[config.mk]
export PLATFORM = sky130hd
export DESIGN_NAME = blkxfer_seq
export DESIGN_NICKNAME = d
export VERILOG_FILES = /design/src/rtl/blkxfer_pkg.sv /design/src/rtl/blkxfer_cursor.sv /design/src/rtl/blkxfer_ctrl.sv /design/src/rtl/blkxfer_seq.sv
export SDC_FILE = /design/constraint.sdc
export NUM_CORES = 1
export LEC_CHECK = 0
export ABC_CLOCK_PERIOD_IN_PS = 2900
export BUFFER_PORTS_ARGS = -buffer_cell sky130_fd_sc_hd__buf_4
export CORE_MARGIN = 3
export CORE_UTILIZATION = 23
export DETAILED_ROUTE_END_ITERATION = 10
export PLACE_DENSITY_LB_ADDON = 0.08
export RECOVER_POWER = 50
export SLEW_MARGIN = 25
export SYNTH_ARGS = -nofsm -noshare
export SYNTH_HDL_FRONTEND = slang
export SYNTH_SLANG_ARGS = --single-unit
[constraint.sdc]
create_clock -name clk -period 2.9 [get_ports clk]
set_input_delay 0.29 -clock clk [delete_from_list [all_inputs] [get_ports clk]]
set_output_delay 0.29 -clock clk [all_outputs]
set_load 0.005 [all_outputs]
[src/rtl/blkxfer_pkg.sv]
package blkxfer_pkg;

    typedef enum logic [1:0] {
        ST_IDLE   = 2'd0,
        ST_XFER   = 2'd1,
        ST_WRBACK = 2'd2
    } xfer_state_t;

endpackage

[src/rtl/blkxfer_cursor.sv]
module blkxfer_cursor #(
    parameter int ADDR_W = 32,
    parameter int IDX_W  = 4,
    parameter int STRIDE = 4
) (
    input  logic              clk,
    input  logic              rst_n,
    input  logic              load,
    input  logic              step,
    input  logic [ADDR_W-1:0] load_addr,
    input  logic [IDX_W-1:0]  load_idx,
    output logic [ADDR_W-1:0] cur_addr,
    output logic [ADDR_W-1:0] first_addr,
    output logic [IDX_W-1:0]  cur_idx,
    output logic              last
);

    localparam logic [ADDR_W-1:0] ADDR_INC = ADDR_W'(STRIDE);
    localparam logic [IDX_W-1:0]  IDX_DEC  = IDX_W'(1);

    always_ff @(posedge clk or negedge rst_n) begin
        if (!rst_n) begin
            cur_addr   <= '0;
            first_addr <= '0;
            cur_idx    <= '0;
        end else if (load) begin
            cur_addr   <= load_addr;
            first_addr <= load_addr;
            cur_idx    <= load_idx;
        end else if (step) begin
            cur_addr <= cur_addr + ADDR_INC;
            if (cur_idx != '0) begin
                cur_idx <= cur_idx - IDX_DEC;
            end
        end
    end

    assign last = (cur_idx == '0);

endmodule

[src/rtl/blkxfer_ctrl.sv]
module blkxfer_ctrl
    import blkxfer_pkg::*;
(
    input  logic clk,
    input  logic rst_n,
    input  logic start,
    input  logic mem_ack,
    input  logic last,
    output logic load,
    output logic step,
    output logic mem_req,
    output logic wb_phase,
    output logic busy,
    output logic done
);

    xfer_state_t state_q, state_d;

    always_ff @(posedge clk or negedge rst_n) begin
        if (!rst_n) begin
            state_q <= ST_IDLE;
        end else begin
            state_q <= state_d;
        end
    end

    always_comb begin
        state_d = state_q;
        unique case (state_q)
            ST_IDLE:   if (start) state_d = ST_XFER;
            ST_XFER:   if (mem_ack && last) state_d = ST_WRBACK;
            ST_WRBACK: state_d = ST_IDLE;
            default:   state_d = ST_IDLE;
        endcase
    end

    always_comb begin
        load     = 1'b0;
        step     = 1'b0;
        mem_req  = 1'b0;
        wb_phase = 1'b0;
        unique case (state_q)
            ST_IDLE:   load = start;
            ST_XFER: begin
                mem_req = 1'b1;
                step    = mem_ack;
            end
            ST_WRBACK: wb_phase = 1'b1;
            default: ;
        endcase
        busy = (state_q != ST_IDLE);
        done = wb_phase;
    end

    AST_DONE_SINGLE: assert property (@(posedge clk) disable iff (!rst_n)
        done |=> !done);
    AST_REQ_HOLD: assert property (@(posedge clk) disable iff (!rst_n)
        (mem_req && !mem_ack) |=> mem_req);
    AST_DONE_AFTER_LAST: assert property (@(posedge clk) disable iff (!rst_n)
        (mem_req && mem_ack && last) |=> done);

endmodule

[src/rtl/blkxfer_seq.sv]
module blkxfer_seq #(
    parameter int DATA_W   = 32,
    parameter int NUM_REGS = 16
) (
    input  logic                        clk,
    input  logic                        rst_n,
    input  logic                        start,
    input  logic                        store_mode,
    input  logic [$clog2(NUM_REGS)-1:0] top_reg,
    input  logic [$clog2(NUM_REGS)-1:0] base_reg,
    input  logic                        autoinc,
    input  logic                        pfx_valid,
    input  logic [DATA_W-1:0]           pfx_addr,
    output logic                        busy,
    output logic                        done,
    output logic [$clog2(NUM_REGS)-1:0] rf_raddr,
    input  logic [DATA_W-1:0]           rf_rdata,
    output logic                        rf_we,
    output logic [$clog2(NUM_REGS)-1:0] rf_waddr,
    output logic [DATA_W-1:0]           rf_wdata,
    output logic                        mem_req,
    output logic                        mem_we,
    output logic [DATA_W-1:0]           mem_addr,
    output logic [DATA_W-1:0]           mem_wdata,
    input  logic [DATA_W-1:0]           mem_rdata,
    input  logic                        mem_ack
);

    localparam int IDX_W  = $clog2(NUM_REGS);
    localparam int STRIDE = DATA_W / 8;
    localparam logic [DATA_W-1:0] ADDR_INC = DATA_W'(STRIDE);

    logic              load, step, wb_phase, last;
    logic [DATA_W-1:0] cur_addr, first_addr, start_addr;
    logic [IDX_W-1:0]  cur_idx;

    logic              store_q, autoinc_q, pfx_q;
    logic [IDX_W-1:0]  base_q;
    logic              subst_slot, beat_write, base_write;

    blkxfer_ctrl u_ctrl (
        .clk      (clk),
        .rst_n    (rst_n),
        .start    (start),
        .mem_ack  (mem_ack),
        .last     (last),
        .load     (load),
        .step     (step),
        .mem_req  (mem_req),
        .wb_phase (wb_phase),
        .busy     (busy),
        .done     (done)
    );

    assign start_addr = pfx_valid ? pfx_addr : rf_rdata;

    blkxfer_cursor #(
        .ADDR_W (DATA_W),
        .IDX_W  (IDX_W),
        .STRIDE (STRIDE)
    ) u_cursor (
        .clk        (clk),
        .rst_n      (rst_n),
        .load       (load),
        .step       (step),
        .load_addr  (start_addr),
        .load_idx   (top_reg),
        .cur_addr   (cur_addr),
        .first_addr (first_addr),
        .cur_idx    (cur_idx),
        .last       (last)
    );

    always_ff @(posedge clk or negedge rst_n) begin
        if (!rst_n) begin
            store_q   <= 1'b0;
            autoinc_q <= 1'b0;
            pfx_q     <= 1'b0;
            base_q    <= '0;
        end else if (load) begin
            store_q   <= store_mode;
            autoinc_q <= autoinc;
            pfx_q     <= pfx_valid;
            base_q    <= base_reg;
        end
    end

    // While idle the read port fetches the base register for the start address.
    assign rf_raddr   = busy ? cur_idx : base_reg;

    assign subst_slot = store_q && pfx_q && autoinc_q && (cur_idx == base_q);
    assign mem_we     = mem_req && store_q;
    assign mem_addr   = cur_addr;
    assign mem_wdata  = subst_slot ? first_addr : rf_rdata;

    assign beat_write = mem_req && mem_ack && !store_q;
    assign base_write = wb_phase && autoinc_q;
    assign rf_we      = beat_write || base_write;
    assign rf_waddr   = base_write ? base_q : cur_idx;
    assign rf_wdata   = base_write ? (pfx_q ? first_addr : cur_addr) : mem_rdata;

    AST_ADDR_ADVANCE: assert property (@(posedge clk) disable iff (!rst_n)
        (mem_req && mem_ack && !last) |=> (mem_addr == $past(mem_addr) + ADDR_INC));
    AST_IDX_DESCEND: assert property (@(posedge clk) disable iff (!rst_n)
        (mem_req && mem_ack && !last) |=> (rf_raddr == $past(rf_raddr) - IDX_W'(1)));
    AST_STALL_HOLD: assert property (@(posedge clk) disable iff (!rst_n)
        (mem_req && !mem_ack) |=> ($stable(mem_addr) && $stable(rf_raddr)));
    AST_STORE_NO_RF: assert property (@(posedge clk) disable iff (!rst_n)
        (mem_req && mem_we) |-> !rf_we);
    AST_INDIRECT_NO_WB: assert property (@(posedge clk) disable iff (!rst_n)
        (done && !autoinc_q) |-> !rf_we);
    AST_IDLE_QUIET: assert property (@(posedge clk) disable iff (!rst_n)
        !busy |-> (!mem_req && !rf_we));

endmodule

==> out/qor.csv <==
metric,value,unit
outcome,completed,
hold buffers post-CTS,1,
Ant. Diodes,0,
simple-gate share of the synthesized area,0.203,
FILL cells,2280,
routability cong.,0.783,
number of port buffers,219,
DR WL/cell,17.2,um
Worst-path clk slew,0.06,ns
Crit path arrival time,2.42,ns
worst r2r src,u_ctrl.state_q[1],
Syn Nets,697,
post-synthesis xor/xnor area fraction,0.0173,
sequential power share,0.381,
Starting Density,0.237,
hold worst-path end,base_q[1],
fraction of layout cells with a size suffix above 1,0.358,
Final setup viols,0,
max-slew violations,0,
mux cell area share after synthesis,0.198,
Final TNS setup,0,ns
Pint,3530,uW
register area share after synthesis,0.380,
total gr overflow,0,
Sw Pwr,2320,uW
relative slew slack,0.147,
Period minus WS final,2.71,ns
Least-Margin Pin Slew,1.28,ns
fmax,0.370,GHz
crit path kind,register to primary output,
setup ws final,0.195,ns
leak pwr,0.00339,uW
DRT Pass-1 Iters,4,
"Cell Count, Final, Fillers Out",1069,
IO Pins,220,
clock share of power,0.182,
final hold vios,0,
async set or reset register ratio after synthesis,1.00,
CP max FO,16,
post-route ant nets,0,
"most common cell after layout, fill and taps aside",buf_4,
Worst Path Required,2.61,ns
final net count,903,
die area,0.0238,mm^2
largest net degree at the start of global routing,45,
Worst Hold Depth,3,
DRT Wirelength,18400,um
DRC,0,
Yosys Warn Count,0,
Die Y-Extent,154,um
row count,53,
via count,5025,
Vias/cell,4.70,
Net Sw Frac,0.396,
largest family of logic cells by synthesized area,simple AND/OR/NAND/NOR gates,
Compound-Gate Fraction of Synth Area,0.157,
number of buffers created by CTS,9,
number of synthesized register bits,77,
Area Overhead vs Synth,42.9,%
reg2reg end,u_cursor.cur_addr[19],
Hold Crit Class,input pin to register,
antenna violations before repair,0,
power per cell area,807,mW/mm^2
Max-cap violations,0,
vias in the first global route,5140,
clock skew,0.00362,ns
Setup Buffers After CTS,0,
unrepaired setup endpoints after global routing,false,
drt initial violations,186,
final period utilization,0.933,
Peak VDD IR,238,uV
Post-synth EDFFs,0,
Synth cell types,48,
cts repair resizes,0,
CTS sink count,77,
Critical Path Start Type,register,
R2R depth,7,
CTS root buffer,clkbuf_16,
DP Worst Slack,0.604,ns
cell area after synthesis,0.00507,mm^2
"reg-to-reg slack, setup",0.32,ns
Tot GR Track Use,0.150,
H-tree Lvls,3,
Post-Place Cells,1052,
most frequent cells in the layout,"buf_4, nand2_1, dfrtp_1, o21ai_0, mux2i_1",
die width,154,um
post-synthesis adder-cell area fraction,0.00741,
core area,0.0214,mm^2
Comb power frac,0.437,
"Primary FF master, synth",dfrtp_1,
overall power,5840,uW
TritonCTS clock tree,done,
insertion delay to the later sink of the worst-skew pair,0.34,ns
first-pass GRT wire length,28400,um
CP endpoint kind,primary output,
average size of a mapped cell,8.69,um^2
Clock Tree Buf Depth,2,
Hold Path Origin,base_reg[1],
synthesized instance count,583,
HPWL Detailed,13500,um
fin util,0.339,
power groups by stage:
stage / combinational (uW) / sequential, uW / clock [uW]
after floorplan: 1530 / 2060 / 0
after global placement: 2650 / 2250 / 0
after detailed placement: 2670 / 2260 / 0
after CTS: 2690 / 2250 / 1110
after global routing: 2850 / 2340 / 1150
final: 2550 / 2230 / 1070
Yosys cell counts (2+ instances only):
cell | count | area (um^2)
xnor2_1 | 6 | 52.6
ha_1 | 3 | 37.5
or3_1 | 3 | 18.8
a21o_1 | 8 | 60.1
mux2_2 | 41 | 462
buf_2 | 2 | 10.0
nand4_1 | 6 | 37.5
a211oi_1 | 15 | 113
and2_1 | 5 | 31.3
inv_1 | 12 | 45.0
a31oi_1 | 3 | 18.8
o21a_1 | 10 | 75.1
o31ai_1 | 3 | 22.5
o21ai_0 | 55 | 275
dfrtp_1 | 77 | 1930
a21oi_1 | 17 | 85.1
nor3_1 | 14 | 70.1
nand3_1 | 6 | 30.0
xor2_1 | 4 | 35.0
nand2_1 | 104 | 390
and4_1 | 2 | 17.5
nand2b_1 | 3 | 18.8
nor4_1 | 7 | 43.8
buf_1 | 9 | 33.8
or4_1 | 3 | 22.5
mux2i_1 | 52 | 521
mux2_1 | 2 | 22.5
nor2_1 | 45 | 169
nor2b_1 | 13 | 81.3
o211ai_1 | 5 | 37.5
clkbuf_1 | 27 | 101
a311oi_1 | 3 | 26.3
and4_4 | 2 | 22.5
and2_2 | 2 | 15.0
cells by family after synthesis:
kind of cell | count (synthesis)
multiplexers | 95
XOR/XNOR | 10
AND/OR/NAND/NOR | 220
adder cells (fa/ha/maj) | 3
AO/OA/AOI/OAI | 128
buffers and inverters | 50
flip-flops | 77
worst max-delay path, cell delays in order, from the launching register on:
cell and delay, ns:
dfrtp_1 0.44, xnor2_1 0.21, nand4_1 0.11, or4_2 0.58, buf_4 0.24, mux2_1 0.34, buf_4 0.14
per-layer routing:
layer,global-route usage,wire length [um]
met5,0,0
met4,0.0399,234
met3,0.0263,909
met2,0.250,8660
met1,0.201,8590
final cells by class:
class                      instances  area (um^2)  share of cell area
multi-input combinational        456         2950               0.408
sequential                        77         1930               0.266
timing repair buffer             233         1700               0.235
tap                              275          344              0.0475
clock buffer                      15          268              0.0370
inverter                          12         45.0             0.00622
clock inverter                     1         5.00            0.000691
through the flow:
stage | instance area, um^2 | hold WS [ns]
3_5_place_dp | 7040 | 0.319
3_3_place_gp | 7040 | 0.327
6_report | 7240 | 0.153
2_1_floorplan | 5070 | -0.00559
4_1_cts | 7320 | 0.136
5_1_grt | 7240 | 0.154
worst max-delay path by stage:
stage | slack, ns | end | startpoint
floorplan | 0.83 | mem_wdata[17] | u_cursor.cur_idx[3]
global placement | 0.62 | mem_wdata[5] | u_cursor.cur_idx[2]
detailed placement | 0.60 | mem_wdata[5] | u_cursor.cur_idx[2]
CTS | 0.16 | mem_wdata[17] | u_cursor.cur_idx[2]
global route | 0.06 | u_cursor.cur_addr[19] | u_ctrl.state_q[1]
finish | 0.19 | mem_wdata[17] | u_cursor.cur_idx[2]
sequential cells by signal (all words and copies together), names as in the netlist:
signal,count
u_cursor.cur_addr,32
autoinc_q,1
base_q,4
u_cursor.first_addr,32
u_cursor.cur_idx,4
pfx_q,1
store_q,1
u_ctrl.state_q,2
Note: power is estimated with default switching activity, not from simulation.
